### src/rtl/psup_pkg.sv
package psup_pkg;

    typedef enum logic [1:0] {
        CUT_FULL = 2'b00,
        CUT_LOW  = 2'b01,
        CUT_MID  = 2'b10
    } cut_code_t;

    typedef enum logic [1:0] {
        OVL_OFF,
        OVL_ARMED,
        OVL_COUNT,
        OVL_TRIPPED
    } ovl_state_t;

    typedef enum logic [2:0] {
        MPS_OFF,
        MPS_PRESENT,
        MPS_ABSENT,
        MPS_REGAIN,
        MPS_TRIPPED
    } mps_state_t;

endpackage

### src/rtl/psup_cut_select.sv
module psup_cut_select
    import psup_pkg::*;
(
    input  logic [2:0] pd_class_i,
    input  logic       enforce_i,
    output cut_code_t  cut_code_o
);
    always_comb begin
        cut_code_o = CUT_FULL;
        if (enforce_i) begin
            unique case (pd_class_i)
                3'd1:    cut_code_o = CUT_LOW;
                3'd2:    cut_code_o = CUT_MID;
                default: cut_code_o = CUT_FULL;
            endcase
        end
    end
endmodule

### src/rtl/psup_ovl_timer.sv
module psup_ovl_timer
    import psup_pkg::*;
#(
    parameter int unsigned OVL_LIMIT = 62000
) (
    input  logic clk_i,
    input  logic rst_ni,
    input  logic port_on_i,
    input  logic over_i,
    output logic fault_o
);
    localparam int unsigned CW = $clog2(OVL_LIMIT + 1);
    localparam logic [CW-1:0] LAST = CW'(OVL_LIMIT - 1);

    ovl_state_t    st_q, st_d;
    logic [CW-1:0] cnt_q, cnt_d;
    logic          fire;

    always_comb begin
        st_d  = st_q;
        cnt_d = cnt_q;
        fire  = 1'b0;
        unique case (st_q)
            OVL_OFF: begin
                cnt_d = '0;
                st_d  = OVL_ARMED;
            end
            OVL_ARMED: begin
                if (over_i) begin
                    cnt_d = CW'(1);
                    st_d  = OVL_COUNT;
                end
            end
            OVL_COUNT: begin
                if (!over_i) begin
                    cnt_d = '0;
                    st_d  = OVL_ARMED;
                end else if (cnt_q >= LAST) begin
                    fire = 1'b1;
                    st_d = OVL_TRIPPED;
                end else begin
                    cnt_d = cnt_q + CW'(1);
                end
            end
            OVL_TRIPPED: st_d = OVL_TRIPPED;
            default:     st_d = OVL_OFF;
        endcase
        if (!port_on_i) begin
            st_d  = OVL_OFF;
            cnt_d = '0;
            fire  = 1'b0;
        end
    end

    always_ff @(posedge clk_i or negedge rst_ni) begin
        if (!rst_ni) begin
            st_q  <= OVL_OFF;
            cnt_q <= '0;
        end else begin
            st_q  <= st_d;
            cnt_q <= cnt_d;
        end
    end

    always_ff @(posedge clk_i or negedge rst_ni) begin
        if (!rst_ni) fault_o <= 1'b0;
        else         fault_o <= fire;
    end
endmodule

### src/rtl/psup_mps_timer.sv
module psup_mps_timer
    import psup_pkg::*;
#(
    parameter int unsigned DC_LIMIT        = 350000,
    parameter int unsigned AC_LIMIT        = 38,
    parameter int unsigned PRESENCE_CYCLES = 20000
) (
    input  logic clk_i,
    input  logic rst_ni,
    input  logic port_on_i,
    input  logic ac_mode_i,
    input  logic dc_under_i,
    input  logic ac_strobe_i,
    input  logic ac_pass_i,
    output logic disc_o
);
    localparam int unsigned MAXL = (DC_LIMIT > AC_LIMIT) ? DC_LIMIT : AC_LIMIT;
    localparam int unsigned CW   = $clog2(MAXL + 1);
    localparam int unsigned MAXF = (PRESENCE_CYCLES > 2) ? PRESENCE_CYCLES : 2;
    localparam int unsigned FW   = $clog2(MAXF + 1);

    mps_state_t    st_q, st_d;
    logic [CW-1:0] cnt_q, cnt_d;
    logic [FW-1:0] pres_q, pres_d;
    logic          fire;
    logic          absent_step, present_step;
    logic [CW-1:0] lim_last;
    logic [FW-1:0] need_last;

    // Sense source: per-clock DC flag or strobed AC samples
    always_comb begin
        if (ac_mode_i) begin
            absent_step  = ac_strobe_i & ~ac_pass_i;
            present_step = ac_strobe_i &  ac_pass_i;
            lim_last     = CW'(AC_LIMIT - 1);
            need_last    = FW'(1);
        end else begin
            absent_step  = dc_under_i;
            present_step = ~dc_under_i;
            lim_last     = CW'(DC_LIMIT - 1);
            need_last    = FW'(PRESENCE_CYCLES - 1);
        end
    end

    always_comb begin
        st_d   = st_q;
        cnt_d  = cnt_q;
        pres_d = pres_q;
        fire   = 1'b0;
        unique case (st_q)
            MPS_OFF: begin
                cnt_d  = '0;
                pres_d = '0;
                st_d   = MPS_PRESENT;
            end
            MPS_PRESENT: begin
                if (absent_step) begin
                    cnt_d = CW'(1);
                    st_d  = MPS_ABSENT;
                end
            end
            MPS_ABSENT, MPS_REGAIN: begin
                if (absent_step) begin
                    pres_d = '0;
                    if (cnt_q >= lim_last) begin
                        fire = 1'b1;
                        st_d = MPS_TRIPPED;
                    end else begin
                        cnt_d = cnt_q + CW'(1);
                        st_d  = MPS_ABSENT;
                    end
                end else if (present_step) begin
                    if (st_q == MPS_REGAIN && pres_q >= need_last) begin
                        cnt_d  = '0;
                        pres_d = '0;
                        st_d   = MPS_PRESENT;
                    end else begin
                        pres_d = pres_q + FW'(1);
                        st_d   = MPS_REGAIN;
                    end
                end
            end
            MPS_TRIPPED: st_d = MPS_TRIPPED;
            default:     st_d = MPS_OFF;
        endcase
        if (!port_on_i) begin
            st_d   = MPS_OFF;
            cnt_d  = '0;
            pres_d = '0;
            fire   = 1'b0;
        end
    end

    always_ff @(posedge clk_i or negedge rst_ni) begin
        if (!rst_ni) begin
            st_q   <= MPS_OFF;
            cnt_q  <= '0;
            pres_q <= '0;
        end else begin
            st_q   <= st_d;
            cnt_q  <= cnt_d;
            pres_q <= pres_d;
        end
    end

    always_ff @(posedge clk_i or negedge rst_ni) begin
        if (!rst_ni) disc_o <= 1'b0;
        else         disc_o <= fire;
    end
endmodule

### src/rtl/psup_top.sv
module psup_top
    import psup_pkg::*;
#(
    parameter int unsigned OVL_LIMIT       = 62000,
    parameter int unsigned DC_LIMIT        = 350000,
    parameter int unsigned AC_LIMIT        = 38,
    parameter int unsigned PRESENCE_CYCLES = 20000
) (
    input  logic       clk_i,
    input  logic       rst_ni,
    input  logic       port_on_i,
    input  logic       over_cut_i,
    input  logic       dc_under_i,
    input  logic       ac_strobe_i,
    input  logic       ac_pass_i,
    input  logic       ac_mode_i,
    input  logic [2:0] pd_class_i,
    input  logic       enforce_i,
    output logic       ovl_fault_o,
    output logic       disc_o,
    output logic [1:0] cut_code_o
);
    cut_code_t cut_code;
    logic      ovl_pulse, mps_pulse;

    psup_cut_select u_cut (
        .pd_class_i (pd_class_i),
        .enforce_i  (enforce_i),
        .cut_code_o (cut_code)
    );

    psup_ovl_timer #(.OVL_LIMIT(OVL_LIMIT)) u_ovl (
        .clk_i     (clk_i),
        .rst_ni    (rst_ni),
        .port_on_i (port_on_i),
        .over_i    (over_cut_i),
        .fault_o   (ovl_pulse)
    );

    psup_mps_timer #(
        .DC_LIMIT        (DC_LIMIT),
        .AC_LIMIT        (AC_LIMIT),
        .PRESENCE_CYCLES (PRESENCE_CYCLES)
    ) u_mps (
        .clk_i       (clk_i),
        .rst_ni      (rst_ni),
        .port_on_i   (port_on_i),
        .ac_mode_i   (ac_mode_i),
        .dc_under_i  (dc_under_i),
        .ac_strobe_i (ac_strobe_i),
        .ac_pass_i   (ac_pass_i),
        .disc_o      (mps_pulse)
    );

    // Overload wins a same-cycle expiry
    assign ovl_fault_o = ovl_pulse;
    assign disc_o      = mps_pulse & ~ovl_pulse;
    assign cut_code_o  = cut_code;
endmodule

### config.mk
export PLATFORM = sky130hd
export DESIGN_NAME = psup_top
export DESIGN_NICKNAME = d
export VERILOG_FILES = /design/src/rtl/psup_pkg.sv /design/src/rtl/psup_cut_select.sv /design/src/rtl/psup_ovl_timer.sv /design/src/rtl/psup_mps_timer.sv /design/src/rtl/psup_top.sv
export SDC_FILE = /design/constraint.sdc
export NUM_CORES = 1
export LEC_CHECK = 0
export BUFFER_PORTS_ARGS = -buffer_cell sky130_fd_sc_hd__buf_4
export CORE_UTILIZATION = 30
export DETAILED_ROUTE_END_ITERATION = 6
export SLEW_MARGIN = 20
export SYNTH_ARGS = -nofsm -noshare
export SYNTH_HDL_FRONTEND = slang
export SYNTH_SLANG_ARGS = --single-unit
### constraint.sdc
create_clock -name clk_i -period 7.26 [get_ports clk_i]
set_input_delay 2.178 -clock clk_i [delete_from_list [all_inputs] [get_ports clk_i]]
set_output_delay 2.178 -clock clk_i [all_outputs]
set_load 0.03 [all_outputs]
* Yosys cells after proc, flatten, opt, wreduce, memory -nomap -nowiden *
Index checks and enable logic that the tools add are counted.

storage, ports and cells
  register bits = 57
  output and inout bits = 4
  word-level logic and storage cells = 90

operators by class
  bitwise gates (word level) = 6
  add/sub/neg operators = 3
  multiplexer cells = 43
  reduce and logical (&&, ||, !) cells = 9
  equality and inequality tests = 19
  order comparisons = 3

operators with widths
  cell                     count
  $mux W19                 7
  $mux W15                 5
  $mux W16                 4
  $pmux W19 S3             1
  $pmux W16 S3             1
  $pmux W15 S2             1
  $add A19 B1 Y19 const B  1
  $ge A19 B19 Y1           1
  $add A16 B1 Y16 const B  1
  $ge A16 B16 Y1 const B   1
  $add A15 B1 Y15 const B  1
  $ge A15 B15 Y1           1
  $mux W3                  5
  $mux W2                  6
  $pmux W3 S4              1
  $mux W1                  10
  $eq A3 B2 Y1 const B     3
  $ne A4 B1 Y1 const B     2
  $ne A4 B2 Y1 const B     2
  $ne A4 B4 Y1 const B     2
  $pmux W2 S4              1
  $eq A3 B1 Y1 const B     2
  $reduce_and A2 Y1        3
  $reduce_and A5 Y1        1
  other kinds (15)         20

* Depth between registers and ports, before layout *
Gate-level depths: netlist of the first run.

  depth after elaboration = 8
  depth in mapped cells = 10

* Hierarchy *
A second synthesis of the first run with hierarchy kept.

unflattened totals
  cell total of the unflattened synthesis = 431
  area, all modules = 3,901.2 µm²

by module, submodules not included
  module           times used  cells an instance  area an instance (µm²)
  psup_mps_timer   1           279                2,506.2
  psup_ovl_timer   1           149                1,356.3
  psup_cut_select  1           2                  25.0
  psup_top         1           1                  13.8

* Worst setup path after synthesis of the first run *
OpenSTA, ideal clock, no wires.

  path kind = in2out
  start = in enforce_i
  end = out cut_code_o[0]
  stages on the path = 1
  required time = 5,082 ps
  arrival time = 3,164 ps
  setup slack = 1,918 ps
  path through = nor4bb_1

on the way
  longest elaborated chain between the ends = 1

ends and longest elaborated chain
  item                line                   RTL
  start: declaration  psup_top.sv:18         input logic enforce_i,
  $mux W2             psup_cut_select.sv:10  if (enforce_i) begin
  end: declaration    psup_top.sv:21         output logic [1:0] cut_code_o

Every way passes these cells.

* Worst setup path after layout of the first run *
  start = in pd_class_i[1]
  end = out cut_code_o[0]

on the way
  longest elaborated chain between the ends = 3
  elaborated cells on any way between the ends = 4
  those cells by class = 2 x eq/ne; 2 x mux

ends and longest elaborated chain
  item                                                 line                   RTL
  start: declaration                                   psup_top.sv:17         input logic [2:0] pd_class_i,
  $eq A3 B2 Y1 / $eq A3 B1 Y1 (equally long branches)  psup_cut_select.sv:11  unique case (pd_class_i)
  $pmux W2 S2 *                                        psup_cut_select.sv:11
  $mux W2 *                                            psup_cut_select.sv:10

Mark *: on every way between the ends. The rest lies on a longest branch, timed or not.

==> results by group, run 1 <==
Floorplanning
  • Die H: 113 µm
  • Core box area: 12100 µm²
  • Site Rows: 40
  • Die area: 12800 µm²
  • Initial Utilization: 30.8%
  • Die X: approximately 110 µm
  • I/O pins: 16

Place
  • Gpl congestion: 0.822
  • Pre-CTS setup slack: approximately 2.3 ns
  • Port bufs: 15
  • DP Wirelength: 5600 µm

Pwr
  • Seq pwr share: 40.4%
  • Clk pwr share: around 47%
  • Comb pwr share: 12.5%
  • Leakage: 1.79 nW
  • Switching share of power: about 27%
  • Switching pwr: 222 µW
  • Int Power: around 610 µW
  • Power Density: just under 200 nW/µm²
  • Max VDD drop: a little over 0.00009 V
  • Total power: 830 µW

Clock network
  • Setup Buffers After CTS: 0
  • Root buffer cell: clkbuf_16
  • Htree depth: 3
  • CTS tree: done
  • Clock tree buffer depth: 2
  • Post-cts gate resize count: 0
  • Num CTS Buffers: 9
  • Sink Count: 57
  • Worst-Skew Late Latency: ~0.33 ns
  • Hold_buf cts: 0
  • Clock Pin Slew Worst Setup and Hold Paths: 0.05 ns

Synthesis
  • Post-Syn Area: 3720 µm²
  • Synthesis Warnings: 0
  • Post-Syn Nets: 458
  • Yosys top cell area share: 38.4%
  • Count of different cell masters after synthesis: 64
  • Synth area leaders: dfrtp_1, ha_1, nor2_1
  • Post-synth ARST share: 100%
  • Number of enable flip-flop cells after synthesis: 0
  • Post-synthesis sequential area ratio: 38.4%
  • Synth area leader: dfrtp_1
  • Mapped Cells: 422
  • FF+latch count, synth: 57
  • Avg Synthesized Cell Area: slightly below 9 µm²
  • Main flop type after synthesis: dfrtp_1

Critical path
  • R2R Path Start: u_mps.cnt_q[16]$_DFFE_PN0P_
  • R2r endpoint: u_mps.cnt_q[0]$_DFFE_PN0P_
  • CP Launch Point: pd_class_i[1]
  • Critical Path Fanout Max: 2
  • Worst reg-to-reg path cell count: 7
  • Setup slack, reg-to-reg: 4.38 ns
  • Worst Path Required: between 5 and 6 ns
  • Critical path class: primary input to primary output
  • Crit path to: cut_code_o[0]
  • Worst setup SP type: primary input
  • Worst EP arrival: 2.75 ns
  • Critical path capture point type: primary output

STA
  • Unrepaired setup endpoints after global routing: false
  • Relative slew slack: 40.0%
  • Setup tns final: 0 ns
  • Tmin final: 4.93 ns
  • Worst setup margin: 2.33 ns
  • Worst-Margin Slew: 0.900 ns
  • Final hold violation count: 0
  • Worst-case clock skew: 0.00911 ns
  • Final Hold Slack: 0.488 ns
  • Final period util: 67.9%
  • Max-slew violations: 0
  • Final Setup Violations: 0
  • Fmax: 203 MHz

Global routing
  • Grt ovf: 0
  • Vias in the first global route: 3056
  • Largest net degree at the start of global routing: 58
  • Total GRT Usage: about 14%
  • First-pass GRT wire length: 14000 µm
  • Antenna violations before repair: 0

Cells and area
  • Filler cells: between 1000 and 1500
  • Commonest cells after routing, fill and taps aside: dfrtp_1, nor2_1, nand2_1, o21ai_0, nand3_1
  • Commonest non-fill, non-tap cell in the layout: dfrtp_1
  • Share of cells above drive strength 1: around an eighth
  • Area growth, synth to finish: 14.1%
  • Total Nets Final: around 470
  • Number of inserted diodes: 0

Hold path
  • Min-delay src: u_ovl.cnt_q[15]$_DFFE_PN0P_
  • Worst Hold Class: register to register

Route
  • Starting DRT DRC Count: 146
  • WL final: approximately 8100 µm
  • Vias post-DR: 3165
  • DR DRC count: 0
  • Antenna viol nets, final: 0
  • Vias per cell: between 5 and 6
  • WL/cell: 13.3 µm
  • Drt first pass iters: 4

Run status
  • Status: finished, final reports clean

Flow run
  • # Max-Cap Violations: 0
power by group through the flow:
stage	Combinational, mW	Clock [mW]	Sequential (mW)
global placement	0.101	0	0.340
global route	0.118	0.418	0.337
finish	0.104	0.390	0.335
floorplan	0.0827	0	0.336
detailed placement	0.104	0	0.340
CTS	0.105	0.402	0.335
layout make-up:
type	count	area, µm²	share of cell area (%)
multi-input combinational	340	2160	50.9
sequential	57	1430	33.6
clock buffer	13	260	6.14
tap	168	210	4.96
timing repair buffer	15	113	2.66
inverter	15	56.3	1.33
clock inverter	3	15.0	0.354
Yosys cell counts, types with 3 or more instances:
cell type / instances
a21oi_1: 15
a31oi_1: 13
and3_1: 11
buf_4: 3
clkbuf_1: 3
dfrtp_1: 57
ha_1: 24
inv_1: 15
nand2_1: 48
nand2b_1: 6
nand3_1: 29
nand3b_1: 3
nand4_1: 5
nor2_1: 49
nor2b_1: 5
nor3_1: 19
nor4_1: 3
o211ai_1: 5
o21ai_0: 30
o22a_1: 5
o22a_2: 10
o22ai_1: 3
o31a_1: 3
xor2_1: 9
registers in the layout, summed over array words and instances, names as in the netlist:
| signal | flops |
|---|---|
| u_mps.disc_o | 1 |
| u_mps.st_q | 3 |
| u_ovl.cnt_q | 16 |
| u_mps.cnt_q | 19 |
| u_ovl.st_q | 2 |
| u_ovl.fault_o | 1 |
| u_mps.pres_q | 15 |
per-stage QoR:
stage          cells  cell area [µm²]  utilization [%]
5_1_grt          611             4240             35.2
2_1_floorplan    422             3720                -
3_5_place_dp     595             3970             32.9
3_3_place_gp     595             3970             32.9
6_report         611             4240             35.2
4_1_cts          611             4240             35.2
metal layers:
layer,routed length (µm),up-vias,track usage [%]
li1,-,1592,-
met2,3920,40,22.9
met1,3890,1526,17.0
met3,224,7,3.05
met5,0,-,0
met4,102,0,5.35
critical path: stages:
cell	delay (ns)
buf_4	0.11
nor4bb_1	0.26
buf_4	0.20
cells by family (layout without fill, tap and decap cells):
| logic type | Yosys count | count (layout) | synth area share (%) |
|---|---|---|---|
| compound gates | 110 | 110 | 20.9 |
| buf+inv | 25 | 46 | 3.53 |
| flops | 57 | 57 | 38.4 |
| simple gates | 192 | 192 | 25.6 |
| fa+ha+maj | 24 | 24 | 8.08 |
| mux | 3 | 3 | 0.942 |
| xor+xnor | 11 | 11 | 2.59 |
how the worst min path moves through the flow:
stage	cells past startpoint	endpoint
2_1_floorplan	1	u_ovl.cnt_q[15]$_DFFE_PN0P_
3_3_place_gp	1	u_ovl.cnt_q[15]$_DFFE_PN0P_
3_5_place_dp	1	u_ovl.cnt_q[15]$_DFFE_PN0P_
4_1_cts	1	u_ovl.cnt_q[15]$_DFFE_PN0P_
5_1_grt	1	u_ovl.cnt_q[15]$_DFFE_PN0P_
6_report	1	u_ovl.cnt_q[15]$_DFFE_PN0P_
Note: power is estimated with default switching activity, not from simulation.
==> run 2: changes to the inputs <==
clock period = 4.1 ns   (was 7.26 ns; I/O delays follow)
==> results by group, run 2 (synthesis gave the netlist of run 1 again) <==
Place
  • DP Wirelength: 5950 µm (+6.2%)
  • Pre-CTS setup slack: 0.344 ns (-1.98 ns)
  • DP Area: 3990 µm² (+0.57%)
  • Gpl congestion: 0.795 (-3.3%)
  • Port bufs: 15 (unchanged)

Clock network
  • Hold_buf cts: 0 (unchanged)
  • Setup Buffers After CTS: 0 (unchanged)
  • Worst-Skew Late Latency: 0.32 ns (about the same)
  • Htree depth: 3 (unchanged)
  • Sink Count: 57 (unchanged)
  • CTS tree: done
  • Num CTS Buffers: 9 (unchanged)
  • Root buffer cell: clkbuf_16
  • Post-cts gate resize count: 0 (unchanged)
  • Clock tree buffer depth: 2 (unchanged)
  • Clock Pin Slew Worst Setup and Hold Paths: 0.05 ns (about the same)

STA
  • Final Setup Violations: 0 (unchanged)
  • Setup tns final: 0 ns (unchanged)
  • Tmin final: 3.42 ns
  • Fmax: 292 MHz
  • Max-slew violations: 0 (unchanged)
  • Worst setup margin: 0.677 ns (-1.66 ns)
  • Final period util: a little over four fifths
  • Worst-case clock skew: 0.00688 ns (-0.00224 ns)
  • Unrepaired setup endpoints after global routing: false
  • Worst-Margin Slew: 0.843 ns (-0.0569 ns)
  • Final hold violation count: 0 (unchanged)
  • Relative slew slack: 43.8% (+3.8 points)

Hold path
  • Worst Hold Class: register to register

Route
  • WL/cell: 13.8 µm (+3.9%)
  • Vias post-DR: 3220 (+1.7%)
  • Antenna viol nets, final: 0 (unchanged)
  • WL final: 8500 µm (+4.4%)
  • Starting DRT DRC Count: 152 (+4.1%)
  • Vias per cell: 5.24 (+1.2%)
  • DR DRC count: 0 (unchanged)
  • Drt first pass iters: 4 (unchanged)

Flow run
  • # Max-Cap Violations: 0 (unchanged)

Critical path
  • Critical path class: primary input to register
  • Critical Path Fanout Max: 21 (+19)
  • Worst EP arrival: 3.67 ns (+0.92 ns)
  • Critical path capture point type: register
  • Worst Path Required: 4.34 ns (-0.74 ns)
  • Worst setup SP type: primary input
  • Setup slack, reg-to-reg: 1.38 ns (-3.00 ns)

Pwr
  • Comb pwr share: 12.8% (+0.3 points)
  • Int Power: 1.08 mW (+78%)
  • Switching share of power: 26.8% (about the same)
  • Leakage: 1.80 nW (+0.76%)
  • Switching pwr: 395 µW (+78%)
  • Seq pwr share: 40.3% (about the same)
  • Clk pwr share: 46.8% (-0.2 points)
  • Power Density: 346 nW/µm² (+77%)
  • Max VDD drop: 0.000130 V (+43%)

Floorplanning
  • Core box area: 12100 µm² (unchanged)
  • I/O pins: 16 (unchanged)
  • Die X: 113 µm (unchanged)
  • Site Rows: 40 (unchanged)
  • Initial Utilization: 30.8% (unchanged)
  • Die H: 113 µm (unchanged)
  • Die area: 12800 µm² (unchanged)

Global routing
  • Grt ovf: 0 (unchanged)
  • Largest net degree at the start of global routing: 58 (unchanged)
  • Vias in the first global route: 3139 (+2.7%)
  • First-pass GRT wire length: 14700 µm (+5.2%)
  • Total GRT Usage: 14.3% (+0.67 points)
  • Antenna violations before repair: 0 (unchanged)

Cells and area
  • Cell area after layout: 4260 µm² (+0.53%)
  • Commonest cells after routing, fill and taps aside: dfrtp_1, nor2_1, nand2_1, o21ai_0, nand3_1
  • Largest Register: u_mps.cnt_q
  • Area growth, synth to finish: 14.7%
  • Total Nets Final: 477 (+0.63%)
  • Max FFs per register: 19 (unchanged)
  • Number of inserted diodes: 0 (unchanged)
  • Share of cells above drive strength 1: 12.8% (+0.59 points)
  • Top flop regs: u_mps.cnt_q (19), u_ovl.cnt_q (16), u_mps.pres_q (15)
  • Commonest non-fill, non-tap cell in the layout: dfrtp_1

Run status
  • Status: finished, final reports clean
run 2: changes by cell type in the layout (fill, tap and decap cells not counted), sizes merged:
cell,before,now
buf,15,18
run 2: critical path, cell delays in order:
cell       delay (ns)
buf_4            0.20
ha_1             0.35
nand4bb_1        0.13
nor4_1           0.34
o2111ai_1        0.24
a31oi_2          0.27
nand2b_1         0.43
buf_4            0.26
mux2i_1          0.20
run 2: final cells by class:
type / count / area (µm²)
Clock inverter: 3 / 15.0
Sequential cell: 57 / 1430
Tap cell: 168 / 210
Clock buffer: 13 / 260
Multi-Input combinational cell: 340 / 2160
Inverter: 15 / 56.3
Fill cell: 1215 / 7800
Timing Repair Buffer: 18 / 135
run 2: worst paths after layout:
check | start | end | cells past startpoint
max reg2reg | u_mps.cnt_q[9]$_DFFE_PN0P_ | u_mps.cnt_q[1]$_DFFE_PN0P_ | 8
min reg2reg | u_ovl.cnt_q[15]$_DFFE_PN0P_ | u_ovl.cnt_q[15]$_DFFE_PN0P_ | 1
max in group asynchronous | rst_ni | u_ovl.cnt_q[9]$_DFFE_PN0P_ | 1
max | ac_mode_i | u_mps.cnt_q[1]$_DFFE_PN0P_ | 9
min | u_ovl.cnt_q[15]$_DFFE_PN0P_ | u_ovl.cnt_q[15]$_DFFE_PN0P_ | 1
min in group asynchronous | rst_ni | u_mps.pres_q[9]$_DFFE_PN0P_ | 1
run 2: through the flow:
| stage | instances | total power, mW | hold WS [ns] | utilization [%] |
|---|---|---|---|---|
| global route | 614 | 1.55 | 0.526 | 35.3 |
| floorplan | 422 | 0.742 | 0.460 | - |
| finish | 614 | 1.47 | 0.490 | 35.3 |
| global placement | 598 | 0.788 | 0.473 | 33.1 |
| CTS | 614 | 1.50 | 0.489 | 35.3 |
| detailed placement | 598 | 0.793 | 0.478 | 33.1 |
run 2: metal layers:
| layer | vias up | part of all wire (%) | GRT usage, % | wire [µm] |
|---|---|---|---|---|
| met5 | - | 0 | 0 | 0 |
| met4 | 0 | 1.0 | 5.79 | 88 |
| met3 | 7 | 2.4 | 3.11 | 200 |
| met2 | 40 | 49 | 23.2 | 4160 |
| met1 | 1572 | 48 | 18.4 | 4050 |
| li1 | 1601 | - | - | - |
run 2: power groups by stage:
| stage | sequential (mW) | combinational [mW] | clock, mW |
|---|---|---|---|
| final | 0.595 | 0.189 | 0.691 |
| after global placement | 0.603 | 0.185 | 0 |
| after detailed placement | 0.603 | 0.189 | 0 |
| after CTS | 0.594 | 0.190 | 0.713 |
| after global routing | 0.597 | 0.216 | 0.733 |
| after floorplan | 0.595 | 0.146 | 0 |
==> run 3: changes to the inputs <==
clock period = 3.35 ns   (was 4.1 ns; I/O delays follow)
==> results by group, run 3 (synthesis gave the netlist of run 1 again) <==
Cells and area
  • Multi-input gate area: 2160 µm² (unchanged)
  • Share of cells above drive strength 1: 14.5% (+1.8 points)
  • Largest Register: u_mps.cnt_q
  • Number of inserted diodes: 0 (unchanged)
  • Final non-filler cell total: 622 (+1.3%)
  • Max FFs per register: 19 (unchanged)
  • Area growth, synth to finish: 16.9%
  • Commonest non-fill, non-tap cell in the layout: dfrtp_1
  • Total Nets Final: 485 (+1.7%)
  • Final design utilization: 36.0% (+0.68 points)
  • Register area: 1430 µm² (unchanged)
  • Filler cells: 1231 (+1.3%)
  • Commonest cells after routing, fill and taps aside: dfrtp_1, nor2_1, nand2_1, o21ai_0, nand3_1
  • Top flop regs: u_mps.cnt_q (19), u_ovl.cnt_q (16), u_mps.pres_q (15)

Global routing
  • Vias in the first global route: 3175 (+1.1%)
  • Grt ovf: 0 (unchanged)
  • Total GRT Usage: 14.8% (+0.50 points)
  • Largest net degree at the start of global routing: 58 (unchanged)
  • Antenna violations before repair: 0 (unchanged)
  • First-pass GRT wire length: 15100 µm (+2.3%)

Critical path
  • Critical Path Fanout Max: 13 (-38%)
  • Buf/Inv on CP: 2 (unchanged)
  • Worst Path Required: 3.63 ns (-0.71 ns)
  • CP peak stage delay: 0.48 ns (+0.05 ns)
  • Worst-path cell chain: buf_4 -> ha_1 -> a2111oi_0 -> nor3_1 -> a211oi_2 -> nand4_2 -> buf_4 -> nor3_1 -> o22a_1
  • Setup slack, reg-to-reg: 0.77 ns (-0.61 ns)
  • Critical path class: primary input to register
  • Levels on crit path: 9 (unchanged)
  • Worst EP arrival: 3.25 ns (-0.42 ns)
  • Cell family with most CP delay: compound AO/OA/AOI/OAI gates
  • Worst reg-to-reg path cell count: 8 (unchanged)
  • Critical Path Slowest Stage Cell: a2111oi_0
  • Worst setup SP type: primary input
  • Critical path capture point type: register

STA
  • Worst setup margin: 0.373 ns (-0.304 ns)
  • Max-slew violations: 0 (unchanged)
  • Final Setup Violations: 0 (unchanged)
  • Fmax: 336 MHz
  • Worst-Margin Slew: 0.732 ns (-0.111 ns)
  • Tmin final: 2.98 ns
  • Setup tns final: 0 ns (unchanged)
  • Worst-case clock skew: 0.00921 ns (+0.00233 ns)
  • Unrepaired setup endpoints after global routing: false
  • Final period util: about nine tenths
  • Relative slew slack: 51.2% (+7.4 points)
  • Final hold violation count: 0 (unchanged)

Floorplanning
  • Die H: 113 µm (unchanged)
  • Core box area: 12100 µm² (unchanged)
  • Die area: 12800 µm² (unchanged)
  • Site Rows: 40 (unchanged)
  • Die X: 113 µm (unchanged)
  • I/O pins: 16 (unchanged)
  • Initial Utilization: 30.8% (unchanged)

Clock network
  • Num CTS Buffers: 9 (unchanged)
  • Setup Buffers After CTS: 0 (unchanged)
  • Sink Count: 57 (unchanged)
  • CTS tree: done
  • Clock Pin Slew Worst Setup and Hold Paths: 0.06 ns (about the same)
  • Htree depth: 3 (unchanged)
  • Worst-Skew Late Latency: 0.34 ns (+0.02 ns)
  • Root buffer cell: clkbuf_16
  • Post-cts gate resize count: 0 (unchanged)
  • Hold_buf cts: 0 (unchanged)
  • Clock tree buffer depth: 2 (unchanged)

Route
  • WL/cell: 13.7 µm (-0.79%)
  • Vias per cell: 5.18 (-1.3%)
  • Antenna viol nets, final: 0 (unchanged)
  • WL final: 8540 µm (+0.51%)
  • DR DRC count: 0 (unchanged)
  • Starting DRT DRC Count: 195 (+28%)
  • Drt first pass iters: 4 (unchanged)
  • Vias post-DR: 3220 (unchanged)

Flow run
  • # Max-Cap Violations: 0 (unchanged)

Place
  • Pre-CTS setup slack: 0.0944 ns (-0.249 ns)
  • Port bufs: 15 (unchanged)
  • DP Wirelength: 6100 µm (+2.6%)
  • Gpl congestion: 0.827 (+4.1%)
  • DP Cell Count: 606 (+1.3%)

Pwr
  • Leakage: 1.85 nW (+2.4%)
  • Switching share of power: 26.7% (-0.11 points)
  • Comb pwr share: 12.9% (about the same)
  • Power Density: 435 nW/µm² (+26%)
  • Seq pwr share: 38.4% (-1.9 points)
  • Switching pwr: 505 µW (+28%)
  • Clk pwr share: 48.7% (+1.9 points)
  • Max VDD drop: 0.000238 V (+84%)
  • Int Power: 1.39 mW (+29%)

Hold path
  • Worst hold path stage count: 1 (unchanged)
  • Worst Hold Class: register to register

Run status
  • Status: finished, final reports clean
-- run 3: cell types whose count changed in the layout (fill, tap and decap cells not counted) --
cell / previous run / this run
clkinvlp_4: 0 / 2
buf_4: 18 / 26
clkinv_2: 3 / 2
bufinv_16: 0 / 1
clkbuf_1: 2 / 1
clkbuf_8: 2 / 1
-- run 3: area by class of cell --
type	count	share of cell area, %
multi-input combinational	340	49.7
inverter	15	1.30
tap	168	4.84
clock inverter	5	1.27
sequential	57	32.8
clock buffer	11	5.59
timing repair buffer	26	4.49
-- run 3: worst register-to-register path: cells and delay by family, from the launching register on --
family,cells,cell delay [ns]
compound gates,3,0.93
simple gates,3,0.58
flops,1,0.43
fa+ha+maj,1,0.31
buf+inv,1,0.26
-- run 3: path summary, 6_finish.rpt --
check,from,endpoint
worst max-delay path,ac_mode_i,u_mps.cnt_q[7]$_DFFE_PN0P_
worst min-delay path,u_ovl.cnt_q[15]$_DFFE_PN0P_,u_ovl.cnt_q[15]$_DFFE_PN0P_
worst max register to register,u_mps.cnt_q[12]$_DFFE_PN0P_,u_mps.cnt_q[7]$_DFFE_PN0P_
worst min register to register,u_ovl.cnt_q[15]$_DFFE_PN0P_,u_ovl.cnt_q[15]$_DFFE_PN0P_
max in group asynchronous,rst_ni,u_ovl.cnt_q[2]$_DFFE_PN0P_
min in group asynchronous,rst_ni,u_mps.pres_q[13]$_DFFE_PN0P_
-- run 3: power groups by stage --
| stage | logic, mW | clock network [mW] | registers [mW] |
|---|---|---|---|
| 6_report | 0.244 | 0.921 | 0.727 |
| 5_1_grt | 0.277 | 0.979 | 0.729 |
| 4_1_cts | 0.245 | 0.948 | 0.726 |
| 3_5_place_dp | 0.245 | 0 | 0.738 |
| 3_3_place_gp | 0.240 | 0 | 0.737 |
| 2_1_floorplan | 0.179 | 0 | 0.728 |
-- run 3: stage by stage --
step           hold WS, ns  total power [mW]  cell area [µm²]
3_3_place_gp         0.485             0.977             4050
4_1_cts              0.511              1.92             4350
3_5_place_dp         0.499             0.983             4050
5_1_grt              0.535              1.99             4350
2_1_floorplan        0.460             0.908             3720
6_report             0.506              1.89             4350
-- run 3: routing by layer --
metal,vias up,share of wire [%],GRT usage [%]
met5,-,0,0
met1,1554,48,18.9
li1,1615,-,-
met4,0,1.1,4.56
met3,8,3.3,4.66
met2,43,48,23.8
